===== src/rtl/isp_pkg.sv =====
// Shared constants and types for the serial programming instruction receiver.
// Assumes fixed-length instructions made of whole bytes.
package isp_pkg;
    localparam int BYTE_W      = 8;
    localparam int FRAME_BYTES = 4;
    localparam int FRAME_BITS  = BYTE_W * FRAME_BYTES;
    localparam int CNT_W       = $clog2(FRAME_BITS);
    localparam int BIT_IDX_W   = $clog2(BYTE_W);
    localparam int IDX_W       = CNT_W - BIT_IDX_W;

    localparam logic [BYTE_W-1:0] ENABLE_OP  = 8'hAC;
    localparam logic [BYTE_W-1:0] ENABLE_KEY = 8'h53;

    typedef logic [BYTE_W-1:0] byte_t;
    typedef logic [FRAME_BYTES-1:0][BYTE_W-1:0] frame_t;
endpackage


===== src/rtl/isp_sync.sv =====
// Multi-stage synchronizer for a group of slow asynchronous lines.
// Also provides the previous synchronized sample, for edge detection.
// Assumes each line holds a level for longer than STAGES+1 system clocks.
module isp_sync #(
    parameter int W      = 3,
    parameter int STAGES = 2
) (
    input  logic         clk,
    input  logic         rst_n,
    input  logic [W-1:0] async_i,
    output logic [W-1:0] sync_o,
    output logic [W-1:0] prev_o
);
    logic [STAGES-1:0][W-1:0] stg;

    // Shift the raw inputs through the synchronizer chain.
    always_ff @(posedge clk) begin
        if (!rst_n) stg <= '0;
        else        stg <= {stg[STAGES-2:0], async_i};
    end

    // Keep the last synchronized sample for edge comparison.
    always_ff @(posedge clk) begin
        if (!rst_n) prev_o <= '0;
        else        prev_o <= stg[STAGES-1];
    end

    assign sync_o = stg[STAGES-1];
endmodule


===== src/rtl/isp_frame.sv =====
// Receive side: shifts serial bits in MSB first and stores each completed
// byte. It also raises the lookup and valid pulses and runs the enable and
// lost-framing state. Assumes rise_i and clr_i are synchronized one-cycle events.
module isp_frame
    import isp_pkg::*;
(
    input  logic             clk,
    input  logic             rst_n,
    input  logic             clr_i,
    input  logic             rise_i,
    input  logic             bit_i,
    input  byte_t            rd_data_i,
    output frame_t           bytes_o,
    output logic [CNT_W-1:0] bitcnt_o,
    output logic             valid_o,
    output logic             peek_o,
    output logic             en_o,
    output logic             lost_o,
    output byte_t            rdbuf_o
);
    byte_t            sh_q, sh_next;
    logic [CNT_W-1:0] cnt_q;
    logic [IDX_W-1:0] idx;
    logic             take, byte_end, is_enable;

    // Decode the current position and the next shift value.
    always_comb begin
        take      = rise_i && !lost_o;
        idx       = cnt_q[CNT_W-1:BIT_IDX_W];
        byte_end  = take && (cnt_q[BIT_IDX_W-1:0] == '1);
        sh_next   = {sh_q[BYTE_W-2:0], bit_i};
        is_enable = (bytes_o[0] == ENABLE_OP) && (bytes_o[1] == ENABLE_KEY);
    end

    // Store each completed byte in its own slot.
    for (genvar k = 0; k < FRAME_BYTES; k++) begin : g_byte
        always_ff @(posedge clk) begin
            if (!rst_n)                               bytes_o[k] <= '0;
            else if (byte_end && idx == IDX_W'(k))    bytes_o[k] <= sh_next;
        end
    end

    // Bit counter, shift register, pulses and session state.
    always_ff @(posedge clk) begin
        if (!rst_n || clr_i) begin
            cnt_q   <= '0;
            sh_q    <= '0;
            valid_o <= 1'b0;
            peek_o  <= 1'b0;
            en_o    <= 1'b0;
            lost_o  <= 1'b0;
            rdbuf_o <= '0;
        end else begin
            valid_o <= 1'b0;
            peek_o  <= 1'b0;
            if (peek_o) rdbuf_o <= rd_data_i;
            if (take) begin
                sh_q  <= sh_next;
                cnt_q <= cnt_q + 1'b1;
            end
            if (byte_end && idx == IDX_W'(FRAME_BYTES-2) && en_o)
                peek_o <= 1'b1;
            if (byte_end && idx == IDX_W'(FRAME_BYTES-1)) begin
                if (en_o)           valid_o <= 1'b1;
                else if (is_enable) en_o    <= 1'b1;
                else                lost_o  <= 1'b1;
            end
        end
    end

    assign bitcnt_o = cnt_q;
endmodule


===== src/rtl/isp_tx.sv =====
// Transmit side: at each byte boundary it loads the response byte, and it
// shifts one bit per falling serial clock edge. Assumes fall_i is a
// synchronized one-cycle event and bitcnt_i is the position about to be sent.
module isp_tx
    import isp_pkg::*;
(
    input  logic             clk,
    input  logic             rst_n,
    input  logic             clr_i,
    input  logic             lost_i,
    input  logic             fall_i,
    input  logic             en_i,
    input  logic [CNT_W-1:0] bitcnt_i,
    input  frame_t           bytes_i,
    input  byte_t            rdbuf_i,
    output logic             sdo_o
);
    byte_t            tx_q, next_byte;
    logic [IDX_W-1:0] idx;
    logic             boundary;

    // Pick the byte to send in the slot that starts now.
    always_comb begin
        idx      = bitcnt_i[CNT_W-1:BIT_IDX_W];
        boundary = (bitcnt_i[BIT_IDX_W-1:0] == '0);
        if (idx == '0)                                 next_byte = '0;
        else if (idx == IDX_W'(FRAME_BYTES-1) && en_i) next_byte = rdbuf_i;
        else                                           next_byte = bytes_i[idx - 1'b1];
    end

    // Load or shift the output register on a falling serial clock edge.
    always_ff @(posedge clk) begin
        if (!rst_n || clr_i || lost_i) tx_q <= '0;
        else if (fall_i) begin
            if (boundary) tx_q <= next_byte;
            else          tx_q <= {tx_q[BYTE_W-2:0], 1'b0};
        end
    end

    assign sdo_o = tx_q[BYTE_W-1];
endmodule


===== src/rtl/isp_prog_port.sv =====
// Top of the serial programming instruction receiver. It synchronizes the
// serial lines, detects serial clock edges, and joins the receive and
// transmit sides. Assumes each serial clock phase lasts at least three
// system clocks.
module isp_prog_port
    import isp_pkg::*;
#(
    parameter int SYNC_STAGES = 2
) (
    input  logic        clk,
    input  logic        rst_n,
    input  logic        sck_i,
    input  logic        sdi_i,
    input  logic        trst_i,
    output logic        sdo_o,
    output logic        prog_en_o,
    output logic        cmd_valid_o,
    output logic        cmd_peek_o,
    output logic [7:0]  cmd_op_o,
    output logic [7:0]  cmd_addr_hi_o,
    output logic [7:0]  cmd_addr_lo_o,
    output logic [7:0]  cmd_data_o,
    input  logic [7:0]  rd_data_i
);
    logic [2:0]       s_now, s_prev;
    logic             rise_w, fall_w, clr_w, lost_w;
    frame_t           bytes_w;
    logic [CNT_W-1:0] bitcnt_w;
    byte_t            rdbuf_w;

    isp_sync #(.W(3), .STAGES(SYNC_STAGES)) u_sync (
        .clk     (clk),
        .rst_n   (rst_n),
        .async_i ({trst_i, sdi_i, sck_i}),
        .sync_o  (s_now),
        .prev_o  (s_prev)
    );

    // Turn synchronized samples into one-cycle edge and clear events.
    always_comb begin
        rise_w = s_now[0] && !s_prev[0];
        fall_w = !s_now[0] && s_prev[0];
        clr_w  = s_now[2];
    end

    isp_frame u_frame (
        .clk       (clk),
        .rst_n     (rst_n),
        .clr_i     (clr_w),
        .rise_i    (rise_w),
        .bit_i     (s_now[1]),
        .rd_data_i (rd_data_i),
        .bytes_o   (bytes_w),
        .bitcnt_o  (bitcnt_w),
        .valid_o   (cmd_valid_o),
        .peek_o    (cmd_peek_o),
        .en_o      (prog_en_o),
        .lost_o    (lost_w),
        .rdbuf_o   (rdbuf_w)
    );

    isp_tx u_tx (
        .clk      (clk),
        .rst_n    (rst_n),
        .clr_i    (clr_w),
        .lost_i   (lost_w),
        .fall_i   (fall_w),
        .en_i     (prog_en_o),
        .bitcnt_i (bitcnt_w),
        .bytes_i  (bytes_w),
        .rdbuf_i  (rdbuf_w),
        .sdo_o    (sdo_o)
    );

    assign cmd_op_o      = bytes_w[0];
    assign cmd_addr_hi_o = bytes_w[1];
    assign cmd_addr_lo_o = bytes_w[2];
    assign cmd_data_o    = bytes_w[3];
endmodule


===== config.mk =====
export PLATFORM = sky130hd
export DESIGN_NAME = isp_prog_port
export DESIGN_NICKNAME = d
export VERILOG_FILES = /design/src/rtl/isp_pkg.sv /design/src/rtl/isp_sync.sv /design/src/rtl/isp_frame.sv /design/src/rtl/isp_tx.sv /design/src/rtl/isp_prog_port.sv
export SDC_FILE = /design/constraint.sdc
export NUM_CORES = 1
export LEC_CHECK = 0
export ABC_AREA = 0
export BUFFER_PORTS_ARGS = -buffer_cell sky130_fd_sc_hd__buf_2
export CAP_MARGIN = 30
export CORE_ASPECT_RATIO = 1.5
export CORE_UTILIZATION = 51
export CTS_BUF_LIST = sky130_fd_sc_hd__clkbuf_16
export DETAILED_ROUTE_END_ITERATION = 8
export PLACE_DENSITY = 0.86
export SLEW_MARGIN = 0
export SYNTH_ARGS = -nofsm -noshare
export SYNTH_HDL_FRONTEND = slang
export SYNTH_SLANG_ARGS = --single-unit
export TNS_END_PERCENT = 100

===== constraint.sdc =====
create_clock -name clk -period 2.05 [get_ports clk]
set_input_delay 0.205 -clock clk [delete_from_list [all_inputs] [get_ports clk]]
set_output_delay 0.205 -clock clk [all_outputs]
set_load 0.01 [all_outputs]

# Yosys cells after proc, flatten, opt, wreduce, memory -nomap -nowiden
# Cells that the tools add are included.
[word_totals]
inputBits = 13
wordCells = 57
reg_bits = 71
output_inout_bits = 36
[op_classes]
n_reduce_logical = 21
n_mux = 9
n_eq_ne = 6
n_bitwise = 3
order_cmp = 1
n_addsub = 2
[op_table]
columns = ["operator", "n"]
rows = [
  ["$mux 8", 4],
  ["$bmux 8 s2", 1],
  ["$logic_and 1x1->1", 11],
  ["$eq 8x7->1 const B", 1],
  ["$eq 8x8->1 const B", 1],
  ["$add 5x1->5 const B", 1],
  ["$eq 2x2->1 const B", 2],
  ["$logic_not 1->1", 4],
  ["$mux 1", 4],
  ["$eq 3x3->1 const B", 1],
  ["$logic_not 3->1", 1],
  ["$lt 2x3->1 const B", 1],
  ["$not 1->1", 3],
  ["$reduce_and 3->1", 1],
  ["$eq 2x1->1 const B", 1],
  ["$logic_not 2->1", 1],
  ["$logic_or 1x1->1", 2],
  ["$reduce_or 2->1", 1],
  ["$sub 2x1->2 const B", 1],
]

# Logic depth before layout (Yosys ltp)
[depth]
word_depth = 7
ltp_mapped = 7

# By module
# Synthesis repeated with hierarchy kept, for this count alone.
[hier_totals]
hier_cells = 354
area_unflattened_um2 = 3233.1
[by_module_without_submodules]
columns = ["module", "instances", "cells_per_inst", "area_per_inst_um2", "seq_area_each_um2"]
rows = [
  ["isp_frame", 1, 251, 2172.1, 1121.1],
  ["isp_tx", 1, 80, 787.0, 160.2],
  ["isp_sync", 1, 21, 259.0, 180.2],
  ["isp_prog_port", 1, 2, 15.0, 0.0],
]

# Worst setup path after synthesis
# Ideal clock, no wire load.
[synth_path]
path_kind = "flip-flop to flip-flop"
from = "register u_frame.cnt_q[3] (netlist: u_frame.bitcnt_o[3])"
to = "register u_tx.tx_q[2]"
t_arrival_ns = 1.843
synth_period_minus_slack_ns = 1.968
n_path_buf = 2
setup_slack_ns = 0.082
t_required_ns = 1.924
setup_time_ns = 0.126
stages_incl_launch_ff = 8
path_cell_list = "dfxtp_1 buf_2 inv_1 ha_1 buf_6 mux4_1 mux2i_1 a22oi_1"
[synth_via]
elab_chain_len = 6
elab_cells_between_ends = 9
[synth_rtl]
columns = ["item", "line", "source"]
rows = [
  ["from (decl)", "isp_frame.sv:22", "logic [CNT_W-1:0] cnt_q;"],
  ["from (signal assigned)", "isp_frame.sv:59", "cnt_q <= cnt_q + 1'b1;"],
  ["$sub 2x1->2", "isp_tx.sv:28", "else next_byte = bytes_i[idx - 1'b1];"],
  ["$bmux 8 s2", "isp_tx.sv:28", ""],
  ["$mux 8 (implied by the code)", "isp_tx.sv:28", ""],
  ["$mux 8", "isp_tx.sv:27", "else if (idx == IDX_W'(FRAME_BYTES-1) && en_i) next_byte = rdbuf_i;"],
  ["$mux 8 (*)", "isp_tx.sv:26", "if (idx == '0) next_byte = '0;"],
  ["$mux 8 (*)", "isp_tx.sv:35", "if (boundary) tx_q <= next_byte;"],
  ["to (signal assigned)", "isp_tx.sv:35", ""],
  ["to (signal assigned)", "isp_tx.sv:36", "else tx_q <= {tx_q[BYTE_W-2:0], 1'b0};"],
  ["to (decl)", "isp_tx.sv:18", "byte_t tx_q, next_byte;"],
]
# Mark *: on every way between the ends. The rest lies on a longest branch, timed or not. The select of a mux whose other input is x is not followed.
# A chain may end at the register's enable or synchronous reset.

# Worst setup path in the final report
[layout_path]
from = "register u_frame.cnt_q[4] (netlist: u_frame.bitcnt_o[4])"
to = "register u_tx.tx_q[0]"
# Same word-level chain as after synthesis.

==> reports/metrics.csv <==
stage,metric,value,unit
logic_synthesis,Syn Inst Count,333,
critical_path,Setup crit start,u_frame.bitcnt_o[4],
route,TritonRoute pass-1 iters,5,
timing,"Hold Vio Cnt, Final",0,
timing,Max-slew headroom,0.643,
cells_and_area,Final Non-Filler Cells,455,
route,Via density,6.33,
power_and_ir_drop,peak supply drop,0.549,mV
placed_design,DP Cell Count,439,
critical_path,worst r2r dst,u_tx.tx_q[0],
floorplanning,die height,98.4,um
timing,# setup viols final,0,
logic_synthesis,number of flops mapped to enable cells by yosys,0,
grt,largest net degree at the start of global routing,35,
critical_path,Critical Path End Type,register,
power_and_ir_drop,Leak Pwr,1.44,nW
route,DRT iter0 DRCs,286,
logic_synthesis,ys async rst share,0,
worst_hold_path,hold wc startpoint,sdi_i,
timing,post-route setup TNS,0,ns
timing,unrepaired setup endpoints after global routing,no,
timing,Tightest Pin Transition,0.535,ns
grt,gr ovfl total,0,
logic_synthesis,post-synthesis sequential area ratio,0.450,
clock_network,clk buf depth,2,
route,WL met2,4310,um
critical_path,"setup slack, reg-to-reg",0.17,ns
route,post-route ant nets,0,
floorplanning,area of the core,5870,um^2
floorplanning,num ports,49,
floorplanning,die area,6510,um^2
critical_path,FF-to-FF Start,u_frame.bitcnt_o[4],
route,Vias,2880,
clock_network,CTS clock-pin slew for the worst setup and hold paths,0.06,ns
floorplanning,FP Rows,34,
floorplanning,Die W,66.2,um
grt,initial antenna violation count,0,
placed_design,detailed placement HPWL,5720,um
route,met1 wire length,3250,um
critical_path,Critical Path Source Type,register,
timing,skew final,0.00533,ns
clock_network,clk root buf,clkbuf_16,
route,DRC,0,
grt,Total GRT Usage,0.288,
critical_path,Setup Crit Path Kind,register to register,
grt,vias in the first global route,2783,
cells_and_area,Inserted Diodes,0,
placed_design,I/O Buffers,48,
logic_synthesis,largest area contributor in the netlist,dfxtp_1,
logic_synthesis,top cell type's share of synthesized area,0.450,
clock_network,clk sinks,71,
logic_synthesis,Main synth FF type,dfxtp_1,
worst_hold_path,HP Class,input pin to register,
worst_hold_path,worst hold path cell count,2,
critical_path,"Data arrival, critical path",2.08,ns
timing,min Tclk post-route,1.88,ns
critical_path,WP data required,2.24,ns
timing,Peak Freq,531,MHz
status,status,"complete, no violations",
cells_and_area,Area Growth Syn to Fin,20.8,%
cells_and_area,layout cells sized above 1,0.230,
route,Routed WL,8520,um
clock_network,CTS buffer count,9,
route,metal3 WL,613,um
logic_synthesis,Netlist cell types,35,
logic_synthesis,"FF+latch count, synth",71,
logic_synthesis,syn_area_per_cell,9.48,um^2
logic_synthesis,Synth Cell Area,3160,um^2
power_and_ir_drop,Power Dens Cells,817,nW/um^2
route,DR top layer,met4,
critical_path,Worst R2R Path Depth,5,
logic_synthesis,Synth area leaders,"dfxtp_1 (45%), mux2i_1 (8.2%), a21oi_1 (6.5%), nand3_1 (6.2%), o21ai_0 (5.4%)",
logic_synthesis,nets in the synthesized netlist,353,
timing,Tcrit/Tclk final,0.918,
cells_and_area,Nets,398,
route,DR WL/cell,18.7,um
clock_network,H-Tree Depth,3,
timing,count of pins over their slew limit,0,
critical_path,Crit Path Max Fanout,8,
worst_hold_path,WHS Endpoint,u_sync.stg[1],
grt,first-pass GRT wire length,13900,um
floorplanning,Initial Util,0.538,
logic_synthesis,Synth Warn #,0,
cells_and_area,FILL cells,440,
run,Max Cap Violations,0,
clock_network,Clock Latency Late Sink,0.34,ns
placed_design,GP Congestion,0.910,
clock_network,CTS tree,done,
critical path, cell delays in order, from the launching register on:
cell and delay, ns:
dfxtp_1 0.38, inv_1 0.12, ha_4 0.37, mux4_2 0.50
mux2i_1 0.24, a2111oi_2 0.12
timing repair:
item	4_1_cts	5_1_grt
setup endpoints to repair	0	7
hold buffers	0	0
buffers inserted	0	0
resized for setup	0	2
routing by layer:
metal	track usage	vias up
met5	0	-
met4	0.155	0
met3	0.0818	37
met2	0.455	156
met1	0.346	1388
li1	-	1299
worst max path at each step:
stage                              end  slack [ns]
after global routing      u_tx.tx_q[0]        0.09
after global placement    u_tx.tx_q[2]        0.13
final                     u_tx.tx_q[0]        0.17
after floorplan           u_tx.tx_q[2]        0.08
after detailed placement  u_tx.tx_q[2]        0.03
after CTS                 u_tx.tx_q[2]        0.03
sequential cells by signal (all words and copies together), names as in the netlist:
| register | flops |
|---|---|
| u_frame.sh_q | 7 |
| u_tx.tx_q | 8 |
| u_frame.lost_o | 1 |
| u_sync.stg | 3 |
| u_frame.en_o | 1 |
| u_sync.sync_o | 3 |
| u_frame.peek_o | 1 |
| u_frame.valid_o | 1 |
| u_frame.bytes_o | 32 |
| u_frame.bitcnt_o | 5 |
| u_sync.prev_o | 1 |
| u_frame.rdbuf_o | 8 |
cell usage after synthesis (5+ instances only):
cell / n
o21ai_0: 34
mux2i_1: 26
a22oi_1: 7
clkbuf_1: 17
nor2_1: 19
dfxtp_1: 71
o2111ai_1: 7
and2_1: 8
a21oi_1: 41
nand3_1: 39
mux4_2: 7
inv_1: 9
buf_2: 5
nand2_1: 5
ha_1: 7
cells by family (layout without fill, tap and decap cells):
logic type / after synthesis / after routing / share of synthesized area
mux: 34 / 34 / 0.141
compound gates: 92 / 92 / 0.165
buf+inv: 35 / 85 / 0.0495
xor+xnor: 1 / 1 / 0.00277
flops: 71 / 71 / 0.450
fa+ha+maj: 7 / 7 / 0.0277
simple gates: 93 / 93 / 0.164
placed cells by master, fill, tap and decap left out, drive strengths merged:
cell / Yosys / final
or4b: 1 / 1
nand4bb: 2 / 2
bufinv: 0 / 2
xnor2: 1 / 1
a21oi: 41 / 41
and2: 8 / 8
nor3: 2 / 2
a22o: 1 / 1
clkbuf: 17 / 9
clkinvlp: 0 / 2
nand4b: 1 / 1
buf: 9 / 60
clkinv: 0 / 2
nor4: 1 / 1
a22oi: 7 / 7
mux4: 8 / 8
nand2: 5 / 5
nor2b: 3 / 3
or4bb: 2 / 2
ha: 7 / 7
o2111ai: 7 / 7
o21ai: 34 / 34
o41ai: 1 / 1
inv: 9 / 10
nor2: 19 / 19
nand3b: 1 / 1
nand3: 39 / 39
a2111oi: 1 / 1
dfxtp: 71 / 71
nor4bb: 1 / 1
nor3b: 3 / 3
mux2i: 26 / 26
nand2b: 3 / 3
or3: 2 / 2
cell type report:
type | instances | area, um^2 | share of cell area
timing repair buffer | 60 | 343 | 0.0899
sequential | 71 | 1420 | 0.373
clock inverter | 7 | 88.8 | 0.0233
inverter | 9 | 33.8 | 0.00886
clock buffer | 9 | 225 | 0.0591
tap | 72 | 90.1 | 0.0236
multi-input combinational | 227 | 1610 | 0.423
stage by stage:
stage | power, mW | util | cell area, um^2 | hold slack, ns | setup slack [ns]
floorplan | 1.48 | - | 3160 | 0.332 | 0.0816
global placement | 1.50 | 0.594 | 3490 | 0.418 | 0.133
detailed placement | 1.51 | 0.594 | 3490 | 0.420 | 0.0334
CTS | 3.13 | 0.647 | 3800 | 0.0745 | 0.0323
global route | 3.19 | 0.650 | 3810 | 0.0925 | 0.0889
finish | 3.12 | 0.650 | 3810 | 0.0777 | 0.168
power by group:
part	internal [mW]	total (mW)	switching, mW
Clock	1.05	1.64	0.583
Sequential	1.39	1.40	0.00724
Combinational	0.0302	0.0820	0.0518
Power figures use the tool's default switching activity.
